$ cat src/rtl/cap_pkg.sv
package cap_pkg;

    typedef enum logic [1:0] {
        EM_OFF  = 2'd0,
        EM_RISE = 2'd1,
        EM_FALL = 2'd2,
        EM_BOTH = 2'd3
    } edge_mode_e;

    localparam int unsigned SLOTS = 2;

endpackage

$ cat src/rtl/cap_sync.sv
module cap_sync #(
    parameter int unsigned STAGES = 2
) (
    input  logic clk,
    input  logic rst_n,
    input  logic d_i,
    output logic q_o
);
    logic [STAGES-1:0] chain_q;

    generate
        if (STAGES == 1) begin : g_one
            always_ff @(posedge clk or negedge rst_n) begin
                if (!rst_n) chain_q <= '0;
                else        chain_q <= d_i;
            end
        end else begin : g_many
            always_ff @(posedge clk or negedge rst_n) begin
                if (!rst_n) chain_q <= '0;
                else        chain_q <= {chain_q[STAGES-2:0], d_i};
            end
        end
    endgenerate

    assign q_o = chain_q[STAGES-1];
endmodule

$ cat src/rtl/cap_edge_qual.sv
module cap_edge_qual
    import cap_pkg::*;
(
    input  logic       clk,
    input  logic       rst_n,
    input  logic       lvl_i,
    input  logic [1:0] mode_i,
    output logic       hit_o
);
    logic prev_d, prev_q;
    logic rise, fall;

    always_comb begin
        prev_d = lvl_i;
        rise   = lvl_i & ~prev_q;
        fall   = ~lvl_i & prev_q;
        unique case (edge_mode_e'(mode_i))
            EM_RISE: hit_o = rise;
            EM_FALL: hit_o = fall;
            EM_BOTH: hit_o = rise | fall;
            default: hit_o = 1'b0;
        endcase
    end

    always_ff @(posedge clk or negedge rst_n) begin
        if (!rst_n) prev_q <= 1'b0;
        else        prev_q <= prev_d;
    end
endmodule

$ cat src/rtl/edge_capture_pair.sv
module edge_capture_pair
    import cap_pkg::*;
#(
    parameter int unsigned CNT_W       = 32,
    parameter int unsigned SYNC_STAGES = 2
) (
    input  logic             clk,
    input  logic             rst_n,
    input  logic             pin_i,
    input  logic [CNT_W-1:0] count_i,
    input  logic [1:0]       mode_i,
    input  logic             pin_is_input_i,
    input  logic             second_sel_i,
    input  logic             rearm_i,
    input  logic [1:0]       cap_wr_i,
    input  logic [CNT_W-1:0] cap_wdata_i,
    output logic [CNT_W-1:0] cap1_o,
    output logic [CNT_W-1:0] cap2_o,
    output logic             event_o
);
    localparam int unsigned NUM_W = $clog2(SLOTS + 1);

    typedef struct packed {
        logic [CNT_W-1:0] cap1;
        logic [CNT_W-1:0] cap2;
        logic [NUM_W-1:0] num;
        logic             evt;
        logic             mode_on;
    } state_t;

    state_t st_d, st_q;
    logic   lvl_sync;
    logic   hit;
    logic   arm;

    // Bus writes to the capture slots are accepted and discarded.
    logic unused_wr;
    assign unused_wr = ^{cap_wr_i, cap_wdata_i};

    cap_sync #(.STAGES(SYNC_STAGES)) u_sync (
        .clk   (clk),
        .rst_n (rst_n),
        .d_i   (pin_i),
        .q_o   (lvl_sync)
    );

    cap_edge_qual u_qual (
        .clk    (clk),
        .rst_n  (rst_n),
        .lvl_i  (lvl_sync),
        .mode_i (mode_i),
        .hit_o  (hit)
    );

    always_comb begin
        st_d         = st_q;
        st_d.evt     = 1'b0;
        st_d.mode_on = (mode_i != EM_OFF);
        arm          = rearm_i | (!st_q.mode_on && (mode_i != EM_OFF));
        if (arm) begin
            st_d.num = '0;
        end else if (hit && pin_is_input_i && (st_q.num < NUM_W'(SLOTS))) begin
            if (st_q.num == '0) st_d.cap1 = count_i;
            else                st_d.cap2 = count_i;
            st_d.evt = (st_q.num == NUM_W'(second_sel_i));
            st_d.num = st_q.num + 1'b1;
        end
    end

    always_ff @(posedge clk or negedge rst_n) begin
        if (!rst_n) st_q <= '0;
        else        st_q <= st_d;
    end

    assign cap1_o  = st_q.cap1;
    assign cap2_o  = st_q.cap2;
    assign event_o = st_q.evt;
endmodule

$ cat config.mk
export PLATFORM = sky130hd
export DESIGN_NAME = edge_capture_pair
export DESIGN_NICKNAME = d
export VERILOG_FILES = /design/src/rtl/cap_pkg.sv /design/src/rtl/cap_sync.sv /design/src/rtl/cap_edge_qual.sv /design/src/rtl/edge_capture_pair.sv
export SDC_FILE = /design/constraint.sdc
export NUM_CORES = 1
export LEC_CHECK = 0
export CAP_MARGIN = 20
export CELL_PAD_IN_SITES_DETAIL_PLACEMENT = 1
export CELL_PAD_IN_SITES_GLOBAL_PLACEMENT = 1
export CORE_AREA = 2 2 128 80
export CTS_CLUSTER_SIZE = 14
export DETAILED_ROUTE_END_ITERATION = 10
export DIE_AREA = 0 0 130 82
export PLACE_DENSITY = 0.93
export SLEW_MARGIN = 30
export SYNTH_ARGS = -nofsm -noshare
export SYNTH_HDL_FRONTEND = slang
export SYNTH_HIERARCHICAL = 1
export SYNTH_SLANG_ARGS = --single-unit
$ cat constraint.sdc
create_clock -name clk -period 7.1 [get_ports clk]
set_input_delay 1.42 -clock clk [delete_from_list [all_inputs] [get_ports clk]]
set_output_delay 1.42 -clock clk [all_outputs]
set_load 0.005 [all_outputs]
== After elaboration in Yosys (flattened, before gate mapping) ==
Cells that the tools add are included.
W data, S select, Z words.
Word-level totals
  flip-flop bits (word level): 71
  bits in latches: 0
  RAM bits: 0
  bits in read-only memories: 0
  input bits: 74
  output and inout bits: 65
  logic and storage cells: 34
  memories kept: 0
Operators by class
  $add $sub $neg: 1
  multipliers: 0
  divide/modulo/power cells: 0
  $lt $le $gt $ge: 1
  equality and inequality tests: 4
  shift operators: 0
  multiplexer cells: 4
  bitwise gates (word level): 8
  reductions and logical operators: 9
Operators by type and width (count)
  $reduce_and A3 Y1: 2
  $eq A2 B2 Y1 const B: 2
  $not A1 Y1: 4
  $reduce_bool A2 Y1: 2
  $logic_and A1 B1 Y1: 3
  $mux W3: 1
  $pmux W1 S3: 1
  $add A2 B1 Y2 const B: 1
  $and A1 B1 Y1: 2
  $eq A2 B1 Y1: 1
  $eq A2 B1 Y1 const B: 1
  $logic_not A2 Y1: 1
  $lt A2 B2 Y1 const B: 1
  $mux W2: 1
  $or A1 B1 Y1: 2
  $logic_not A1 Y1: 1
  $mux W1: 1

== Depth between registers and ports, before layout ==
Gate-level depths: netlist of the first run.
  word-level depth: 8
  depth in mapped cells: 10
  gate-level depth less buffers: 8

== By module ==
Netlist of the first run, hierarchy kept.
Modules (own cells, without submodules)
  edge_capture_pair: times used 1, cells an instance 219, area an instance 3226.8 sq um, sequential area each 1701.6 sq um
  cap_edge_qual: times used 1, cells an instance 10, area an instance 83.8 sq um, sequential area each 25.0 sq um
  cap_sync: times used 1, cells an instance 2, area an instance 50.0 sq um, sequential area each 50.0 sq um

== Worst setup path after synthesis of the first run ==
Ideal clock, no wire load.
  kind: input to register
  start point: input port mode_i[1]
  end point: register st_q, in the netlist cap1_o[10]
  library setup time: 125 ps
  arrival time: 2919 ps
  data required time: 6975 ps
  setup slack: 4055 ps
  cell stages on the path: 8
  buffers on the path: 2
  path through: nor2b_1 -> o21ai_1 -> o21ai_1 -> nand3b_4 -> or4b_1 -> buf_6 -> buf_12 -> mux2_4
On the way
  word-level cells in the longest chain between the ends: 5
  elaborated cells on any way between the ends: 11
  those cells by class: eq/ne: 3; mux: 1; bitwise: 2; reduce/logical: 5
Ends and longest elaborated chain
  start, declared: line edge_capture_pair.sv:11  | input logic [1:0] mode_i,
  $eq A2 B2 Y1 / $eq A2 B1 Y1 (equally long branches): line cap_edge_qual.sv:17  | unique case (edge_mode_e'(mode_i))
  $pmux W1 S3 (*): line cap_edge_qual.sv:17
  named net hit: line edge_capture_pair.sv:33  | logic hit;
  $logic_and A1 B1 Y1 (*) (2 in series): line edge_capture_pair.sv:62  | end else if (hit && pin_is_input_i && (st_q.num < NUM_W'(SLOTS))) begin
  $reduce_and A3 Y1 (no line) (*)
  end signal, assigned: line edge_capture_pair.sv:72  | else st_q <= st_d;
  end, declared: line edge_capture_pair.sv:31  | state_t st_d, st_q;
Mark *: on every way through the listed nets, which the timed path passes. The rest lies on a longest branch.
A chain may end at the register's enable or synchronous reset.

== Worst setup path in the final report of the first run ==
  start point: input port mode_i[1]
  end point: register st_q, in the netlist cap1_o[14]
The elaborated chain is that of the path after synthesis.

==> metrics.md, run 1 <==
| Metric | Value |
|---|---|
| Total congestion overflow after global routing | `0` |
| Reg-to-reg critical path startpoint | `u_sync/chain_q[1]` |
| FP Rows | `28` |
| Initial drt markers | `23` |
| Remaining DRCs | `0` |
| Static power due to leakage | `2.06 nW` |
| Horiz. Die Dim | `between 100 and 150 um` |
| CP Buf/Inv Count | `2` |
| Wire length of the first global-routing pass | `10700 um` |
| Most Frequent Cell on Critical Path | `sky130_fd_sc_hd__o21ai_1` |
| Avg Synthesized Cell Area | `14.5 sq um` |
| Unrepaired setup endpoints after global routing | `false` |
| Worst IR Drop VDD | `roughly 0.14 mV` |
| TritonRoute pass-1 iters | `3` |
| Design Power | `1.43 mW` |
| Total Routing Usage GR | `0.137` |
| Cells along the critical path | `clkdlybuf4s50_1, nor2b_1, o21ai_1, o21ai_1, nand3b_4, or4b_2, buf_4, mux2_4` |
| Count of clock tree sinks | `71` |
| Number of buffers inserted by hold repair at cts | `0` |
| Initial antenna violation count | `0` |
| MaxCap Viol Count | `0` |
| Setup Total Neg Slack | `0 ns` |
| Number of I/O port buffers | `104` |
| Total of flip-flops plus latches after synthesis | `71` |
| CTS max path bufs | `2` |
| Initial core utilization | `0.351` |
| Clock power frac | `0.390` |
| I/O pin total | `139` |
| Power Density | `324 nW/um^2` |
| EDFF count, synth | `0` |
| Worst min-delay path startpoint | `u_sync/chain_q[0]` |
| Number of buffers created by CTS | `9` |
| Gate count of the mapped netlist | `231` |
| Area of the mapped netlist | `3360 sq um` |
| Vias in the first global route | `1982` |
| Final number of max-transition violations | `0` |
| Switching power total | `306 uW` |
| Count of cells resized by post-cts repair | `0` |
| H-tree levels | `3` |
| ANT nets after route | `0` |
| Clock tree from TritonCTS | `done` |
| Internal Pwr Total | `1.12 mW` |
| Clk_lat worst skew | `0.33 ns` |
| Root Buffer | `sky130_fd_sc_hd__clkbuf_16` |
| Ys Warns | `6` |
| Max Clk Rate | `255 MHz` |
| Worst Path Max Fanout | `25` |
| Clock transition time at the flip-flop clock pins of the worst setup and hold paths | `around 0.06 ns` |
| Capture endpoint of the worst hold path | `u_sync/chain_q[1]` |
| Share of cells above drive strength 1 | `0.307` |
| Sequential element share of the synthesized area | `0.529` |
| Worst Path Class, Setup | `in -> reg` |
| Share of total power in sequential cells | `0.376` |
| CORE AREA | `9560 sq um` |
| Total of endpoints with negative setup slack in the final report | `0` |
| Nature of the critical path endpoint | `register` |
| Final-report hold violation count | `0` |
| Type of the most critical hold path | `reg -> reg` |
| Worst flop-to-flop path endpoint | `cap1_o[14]` |
| Endpoint arrival time on the critical path | `about 4.1 ns` |
| Number of vias per cell after detailed routing | `4.21` |
| Number of cells on the worst hold path | `0` |
| Vert. Die Dim | `slightly above 80 um` |
| Largest net degree at the start of global routing | `72` |
| Maximum cell stage delay along the critical path | `0.84 ns` |
| Die area | `10700 sq um` |
| Critical-path cell with the highest stage delay | `sky130_fd_sc_hd__or4b_2` |
| Number of buffers inserted by post-CTS setup repair | `0` |
| Routed len/inst | `between 15 and 20 um` |
| Actual transition at the worst max-transition pin | `0.684 ns` |
| Total wire length | `6800 um` |
| Cell class contributing the biggest share of worst-path delay | `simple AND/OR/NAND/NOR gates` |
| Most used flip-flop cell after synthesis | `sky130_fd_sc_hd__dfrtp_1` |
| Detailed placer's ending HPWL | `4860 um` |
| Unique cell type count in the Yosys netlist | `24` |
| FFs w/ async S/R, synth | `1.00` |
| Portion of total power attributed to combinational logic | `0.235` |
| Final Cycle Share | `0.552` |
| Worst hold slack after final layout | `0.347 ns` |
| Post-layout utilization of the core | `0.461` |
| RePlAce Congestion | `0.669` |
| Slew Limit Headroom | `0.542` |
| Worst clock skew | `0.00453 ns` |
| Detailed-route via count | `1758` |
| Count of filler cells inserted in the layout | `963` |
| Critical path launch point type | `input port` |
| Result of the run | `finished clean` |
| Worst Reg2Reg Path Length in Cells | `9` |
| Diode insertion count for antenna repair | `0` |
| Switching part of the total | `0.214` |
| Setup slack on the worst flop-to-flop path | `roughly 4.2 ns` |
| Min cycle time layout | `3.92 ns` |
| Synthesized net count | `roughly 310` |
| Area growth from synthesis to layout | `31.3%` |
| Net count reported at finish | `355` |
| Required time of the worst setup path | `7.31 ns` |
metrics by stage:
step	std cells	instance area, sq um	setup WS [ns]
finish	418	4410	3.18
global route	418	4410	3.09
CTS	418	4410	3.16
detailed placement	402	4040	2.81
global placement	401	4030	2.66
floorplan	231	3360	4.06
power by group through the flow:
stage	Sequential [mW]	Combinational, mW	Clock, mW
after global routing	0.549	0.361	0.594
after global placement	0.537	0.329	0
after detailed placement	0.543	0.341	0
after CTS	0.539	0.343	0.573
final	0.537	0.336	0.558
after floorplan	0.527	0.241	0
cell usage after synthesis (2+ instances only):
library cell	count	share of area
sky130_fd_sc_hd__buf_4	64	0.14
sky130_fd_sc_hd__mux2_4	30	0.13
sky130_fd_sc_hd__ha_1	3	0.011
sky130_fd_sc_hd__o21ai_1	2	0.0030
sky130_fd_sc_hd__dfrtp_1	71	0.53
sky130_fd_sc_hd__inv_1	5	0.0056
sky130_fd_sc_hd__mux2_2	34	0.11
sky130_fd_sc_hd__buf_2	3	0.0045
sky130_fd_sc_hd__buf_12	3	0.018
sky130_fd_sc_hd__nor2b_1	2	0.0037
cells by family after synthesis:
kind of cell             synth area share
AO/OA/AOI/OAI                     0.00670
XOR/XNOR                          0.00521
adder cells (fa/ha/maj)            0.0112
buffers and inverters               0.174
flip-flops                          0.529
multiplexers                        0.248
AND/OR/NAND/NOR                    0.0261
worst reg2reg max path: stages, from the launching register on:
cell and delay [ns]:
sky130_fd_sc_hd__dfrtp_1 0.36, sky130_fd_sc_hd__inv_1 0.05, sky130_fd_sc_hd__ha_1 0.28, sky130_fd_sc_hd__nor2b_1 0.11, sky130_fd_sc_hd__o21ai_1 0.08, sky130_fd_sc_hd__o21ai_1 0.19
sky130_fd_sc_hd__nand3b_4 0.15, sky130_fd_sc_hd__or4b_2 0.84, sky130_fd_sc_hd__buf_4 0.39, sky130_fd_sc_hd__mux2_4 0.37
per-layer routing:
metal,GRT usage,part of all wire
met5,0,0
met3,0.0573,0.075
met2,0.220,0.48
met1,0.164,0.43
met4,0.0516,0.014
how the worst max path moves through the flow:
stage	cells after the start	slack, ns	from	end
5_1_grt	9	3.09	mode_i[1]	cap2_o[31]
4_1_cts	8	3.16	mode_i[1]	cap1_o[14]
2_1_floorplan	8	4.06	mode_i[1]	cap1_o[10]
6_report	8	3.18	mode_i[1]	cap1_o[14]
3_3_place_gp	8	2.66	mode_i[1]	cap2_o[14]
3_5_place_dp	8	2.81	mode_i[1]	cap1_o[14]
registers in the layout, summed over array words and instances (netlist names):
| signal | count |
|---|---|
| cap1_o | 32 |
| cap2_o | 32 |
| event_o | 1 |
| st_q | 3 |
| u_qual/prev_q | 1 |
| u_sync/chain_q | 2 |
cell type report:
class | count | area (sq um) | area share
Sequential cell | 71 | 1780 | 0.403
Timing Repair Buffer | 107 | 1070 | 0.242
Multi-Input combinational cell | 84 | 1010 | 0.228
Clock buffer | 11 | 243 | 0.0550
Tap cell | 135 | 169 | 0.0383
Clock inverter | 5 | 129 | 0.0292
Inverter | 5 | 18.8 | 0.00425
cell usage in the layout, fill, tap and decap left out, drive strengths merged:
cell type / instances
a21oi: 1
nand2: 1
clkdlybuf4s50: 103
or2: 1
o21bai: 1
o21ai: 2
buf: 4
nor3: 1
inv: 5
nor2b: 2
clkinv: 1
bufinv: 4
ha: 3
or4b: 1
nand2b: 1
nor4b: 1
clkbuf: 11
xnor2: 1
nor2: 1
dfrtp: 71
nand3b: 1
nand3: 1
xor2: 1
mux2: 64
No activity file was read; power rests on OpenSTA's default activity.
==> inputs of run 2 (changes only) <==
--- a/config.mk
+++ b/config.mk
@@ -8,11 +8,11 @@
 export CAP_MARGIN = 20
 export CELL_PAD_IN_SITES_DETAIL_PLACEMENT = 1
 export CELL_PAD_IN_SITES_GLOBAL_PLACEMENT = 1
-export CORE_AREA = 2 2 128 80
+export CORE_AREA = 2 2 132 83
 export CTS_CLUSTER_SIZE = 14
 export DETAILED_ROUTE_END_ITERATION = 10
-export DIE_AREA = 0 0 130 82
-export PLACE_DENSITY = 0.93
+export DIE_AREA = 0 0 134 85
+export PLACE_DENSITY = 0.88
 export SLEW_MARGIN = 30
 export SYNTH_ARGS = -nofsm -noshare
 export SYNTH_HDL_FRONTEND = slang
==> constraint.sdc (replaced) <==
create_clock -name clk -period 3.7 [get_ports clk]
set_input_delay 0.74 -clock clk [delete_from_list [all_inputs] [get_ports clk]]
set_output_delay 0.74 -clock clk [all_outputs]
set_load 0.005 [all_outputs]
==> metrics.md, run 2 (synthesized netlist as in run 1, its figures left out) <==
| Metric | Value |
|---|---|
| Setup Total Neg Slack | `0 ns (unchanged)` |
| Static power due to leakage | `2.03 nW (was 2.06 nW)` |
| I/O pin total | `139 (unchanged)` |
| MaxCap Viol Count | `0 (unchanged)` |
| Min cycle time layout | `around 3 ns` |
| Worst IR Drop VDD | `0.244 mV (was 0.141 mV)` |
| Actual transition at the worst max-transition pin | `0.649 ns (was 0.684 ns)` |
| RePlAce Congestion | `0.725 (was 0.669)` |
| Nature of the critical path endpoint | `register (unchanged)` |
| Routed len/inst | `15.9 um (was 16.3 um)` |
| Worst hold slack after final layout | `0.353 ns (was 0.347 ns)` |
| Net count reported at finish | `356 (was 355)` |
| Remaining DRCs | `0 (unchanged)` |
| Highest-count cells in the layout ignoring fill and taps | `103 x sky130_fd_sc_hd__clkdlybuf4s50_1, 71 x sky130_fd_sc_hd__dfrtp_1, 34 x sky130_fd_sc_hd__mux2_2 (unchanged)` |
| CORE AREA | `10200 sq um (was 9560 sq um)` |
| Clock tree from TritonCTS | `done (unchanged)` |
| ANT nets after route | `0 (unchanged)` |
| Share of cells above drive strength 1 | `0.311 (was 0.307)` |
| Worst Path Max Fanout | `24 (was 25)` |
| Critical-path cell with the highest stage delay | `sky130_fd_sc_hd__or4b_2 (unchanged)` |
| Number of vias per cell after detailed routing | `4.23 (was 4.21)` |
| TritonRoute pass-1 iters | `2 (was 3)` |
| Largest net degree at the start of global routing | `72 (unchanged)` |
| Slew Limit Headroom | `0.567 (was 0.542)` |
| Post-layout utilization of the core | `0.429 (was 0.461)` |
| Diode insertion count for antenna repair | `0 (unchanged)` |
| Vert. Die Dim | `85 um (was 82 um)` |
| FP Rows | `29 (was 28)` |
| Number of buffers inserted by post-CTS setup repair | `0 (unchanged)` |
| Cell class contributing the biggest share of worst-path delay | `simple AND/OR/NAND/NOR gates (unchanged)` |
| Detailed route wirelength on metal2 | `3150 um (was 3240 um)` |
| Horiz. Die Dim | `134 um (was 130 um)` |
| Max Clk Rate | `approximately 330 MHz` |
| Wire length of the first global-routing pass | `11000 um (was 10700 um)` |
| Type of the most critical hold path | `reg -> reg (unchanged)` |
| H-tree levels | `3 (unchanged)` |
| Clock transition time at the flip-flop clock pins of the worst setup and hold paths | `0.06 ns (about the same)` |
| Total of endpoints with negative setup slack in the final report | `0 (unchanged)` |
| Total congestion overflow after global routing | `0 (unchanged)` |
| CP Buf/Inv Count | `2 (unchanged)` |
| CTS max path bufs | `2 (unchanged)` |
| Die area | `11400 sq um (was 10700 sq um)` |
| Total wire length | `6730 um (was 6800 um)` |
| Count of clock tree sinks | `71 (unchanged)` |
| Root Buffer | `sky130_fd_sc_hd__clkbuf_16 (unchanged)` |
| Detailed-route via count | `1785 (was 1758)` |
| Metal3 WL | `546 um (was 507 um)` |
| Final number of max-transition violations | `0 (unchanged)` |
| Unrepaired setup endpoints after global routing | `false (unchanged)` |
| Initial core utilization | `0.330 (was 0.351)` |
| Top routing layer in use | `met4 (unchanged)` |
| Result of the run | `finished clean (unchanged)` |
| Initial antenna violation count | `0 (unchanged)` |
| Endpoint arrival time on the critical path | `3.20 ns (was 4.13 ns)` |
| Most common cell after layout, fill and taps aside | `sky130_fd_sc_hd__clkdlybuf4s50_1 (unchanged)` |
| Initial drt markers | `25 (was 23)` |
| Worst clock skew | `0.00298 ns (was 0.00453 ns)` |
| Area growth from synthesis to layout | `30.0% (was 31.3%)` |
| Worst Path Class, Setup | `in -> reg (unchanged)` |
| Required time of the worst setup path | `3.91 ns (was 7.31 ns)` |
| Maximum cell stage delay along the critical path | `0.66 ns (was 0.84 ns)` |
| Number of buffers created by CTS | `9 (unchanged)` |
| Most Frequent Cell on Critical Path | `sky130_fd_sc_hd__o21ai_1 (unchanged)` |
| Clk_lat worst skew | `0.32 ns (was 0.33 ns)` |
| Detailed placer's ending HPWL | `4780 um (was 4860 um)` |
| Total Routing Usage GR | `0.126 (was 0.137)` |
| Critical path launch point type | `input port (unchanged)` |
| Count of cells resized by post-cts repair | `0 (unchanged)` |
| Final Cycle Share | `0.808` |
| Routed length on met1 | `2970 um (was 2960 um)` |
| Final-report hold violation count | `0 (unchanged)` |
| Vias in the first global route | `2084 (was 1982)` |
| Power Density | `593 nW/um^2 (was 324 nW/um^2)` |
| Number of buffers inserted by hold repair at cts | `0 (unchanged)` |
| Cells along the critical path | `clkdlybuf4s50_1, nor2b_1, o21ai_1, o21ai_1, nand3b_4, or4b_2, buf_4, mux2_4 (unchanged)` |
| Number of I/O port buffers | `104 (unchanged)` |
## run 2: changes by cell type in the layout (fill, tap and decap cells not counted), sizes merged
cell	delta
clkinvlp	+3
bufinv	-2
clkinv	-1
clkbuf	-1
buf	+1
## run 2: metrics by stage
stage               power (mW)  std cells  setup slack [ns]  instance area, sq um
finish                    2.59        422             0.711                  4370
global route              2.73        422             0.563                  4370
CTS                       2.64        422             0.682                  4370
detailed placement        1.70        407             0.332                  4050
global placement          1.66        407             0.396                  4050
floorplan                 1.47        231              1.34                  3360
## run 2: report_power, final
group | leakage, nW | switching [mW] | total, mW | internal (mW)
Combinational | 0.972 | 0.167 | 0.642 | 0.475
Sequential | 0.912 | 0.0953 | 1.03 | 0.938
Clock | 0.147 | 0.314 | 0.918 | 0.604
## run 2: layer usage
| layer | global-route usage | up-vias |
|---|---|---|
| met1 | 0.149 | 897 |
| met3 | 0.0585 | 9 |
| li1 | - | 807 |
| met2 | 0.207 | 72 |
| met5 | 0 | - |
| met4 | 0.0377 | 0 |
## run 2: area by class of cell
cell class                      count  area [sq um]
Timing Repair Buffer              108          1070
Multi-Input combinational cell     84          1010
Clock buffer                       10           239
Sequential cell                    71          1780
Tap cell                          139           174
Clock inverter                      5          82.6
Inverter                            5          18.8
Fill cell                        1025          5830
## run 2: final timing paths
path,startpoint,endpoint,slack (ns),depth (start not counted)
max in group asynchronous,rst_n,st_q[3],2.83,1
min in group asynchronous,rst_n,cap1_o[13],0.43,1
worst min register to register,u_sync/chain_q[0],u_sync/chain_q[1],0.35,0
worst max-delay path,mode_i[1],cap1_o[28],0.71,8
worst max register to register,u_sync/chain_q[1],cap1_o[28],0.99,9
worst min-delay path,u_sync/chain_q[0],u_sync/chain_q[1],0.35,0
## run 2: worst register-to-register path, stage by stage (launching register included)
cell and delay, ns:
sky130_fd_sc_hd__dfrtp_1 0.37, sky130_fd_sc_hd__inv_1 0.05, sky130_fd_sc_hd__ha_1 0.29, sky130_fd_sc_hd__nor2b_1 0.11
sky130_fd_sc_hd__o21ai_1 0.08, sky130_fd_sc_hd__o21ai_1 0.20, sky130_fd_sc_hd__nand3b_4 0.16, sky130_fd_sc_hd__or4b_2 0.66
sky130_fd_sc_hd__buf_4 0.32, sky130_fd_sc_hd__mux2_4 0.36
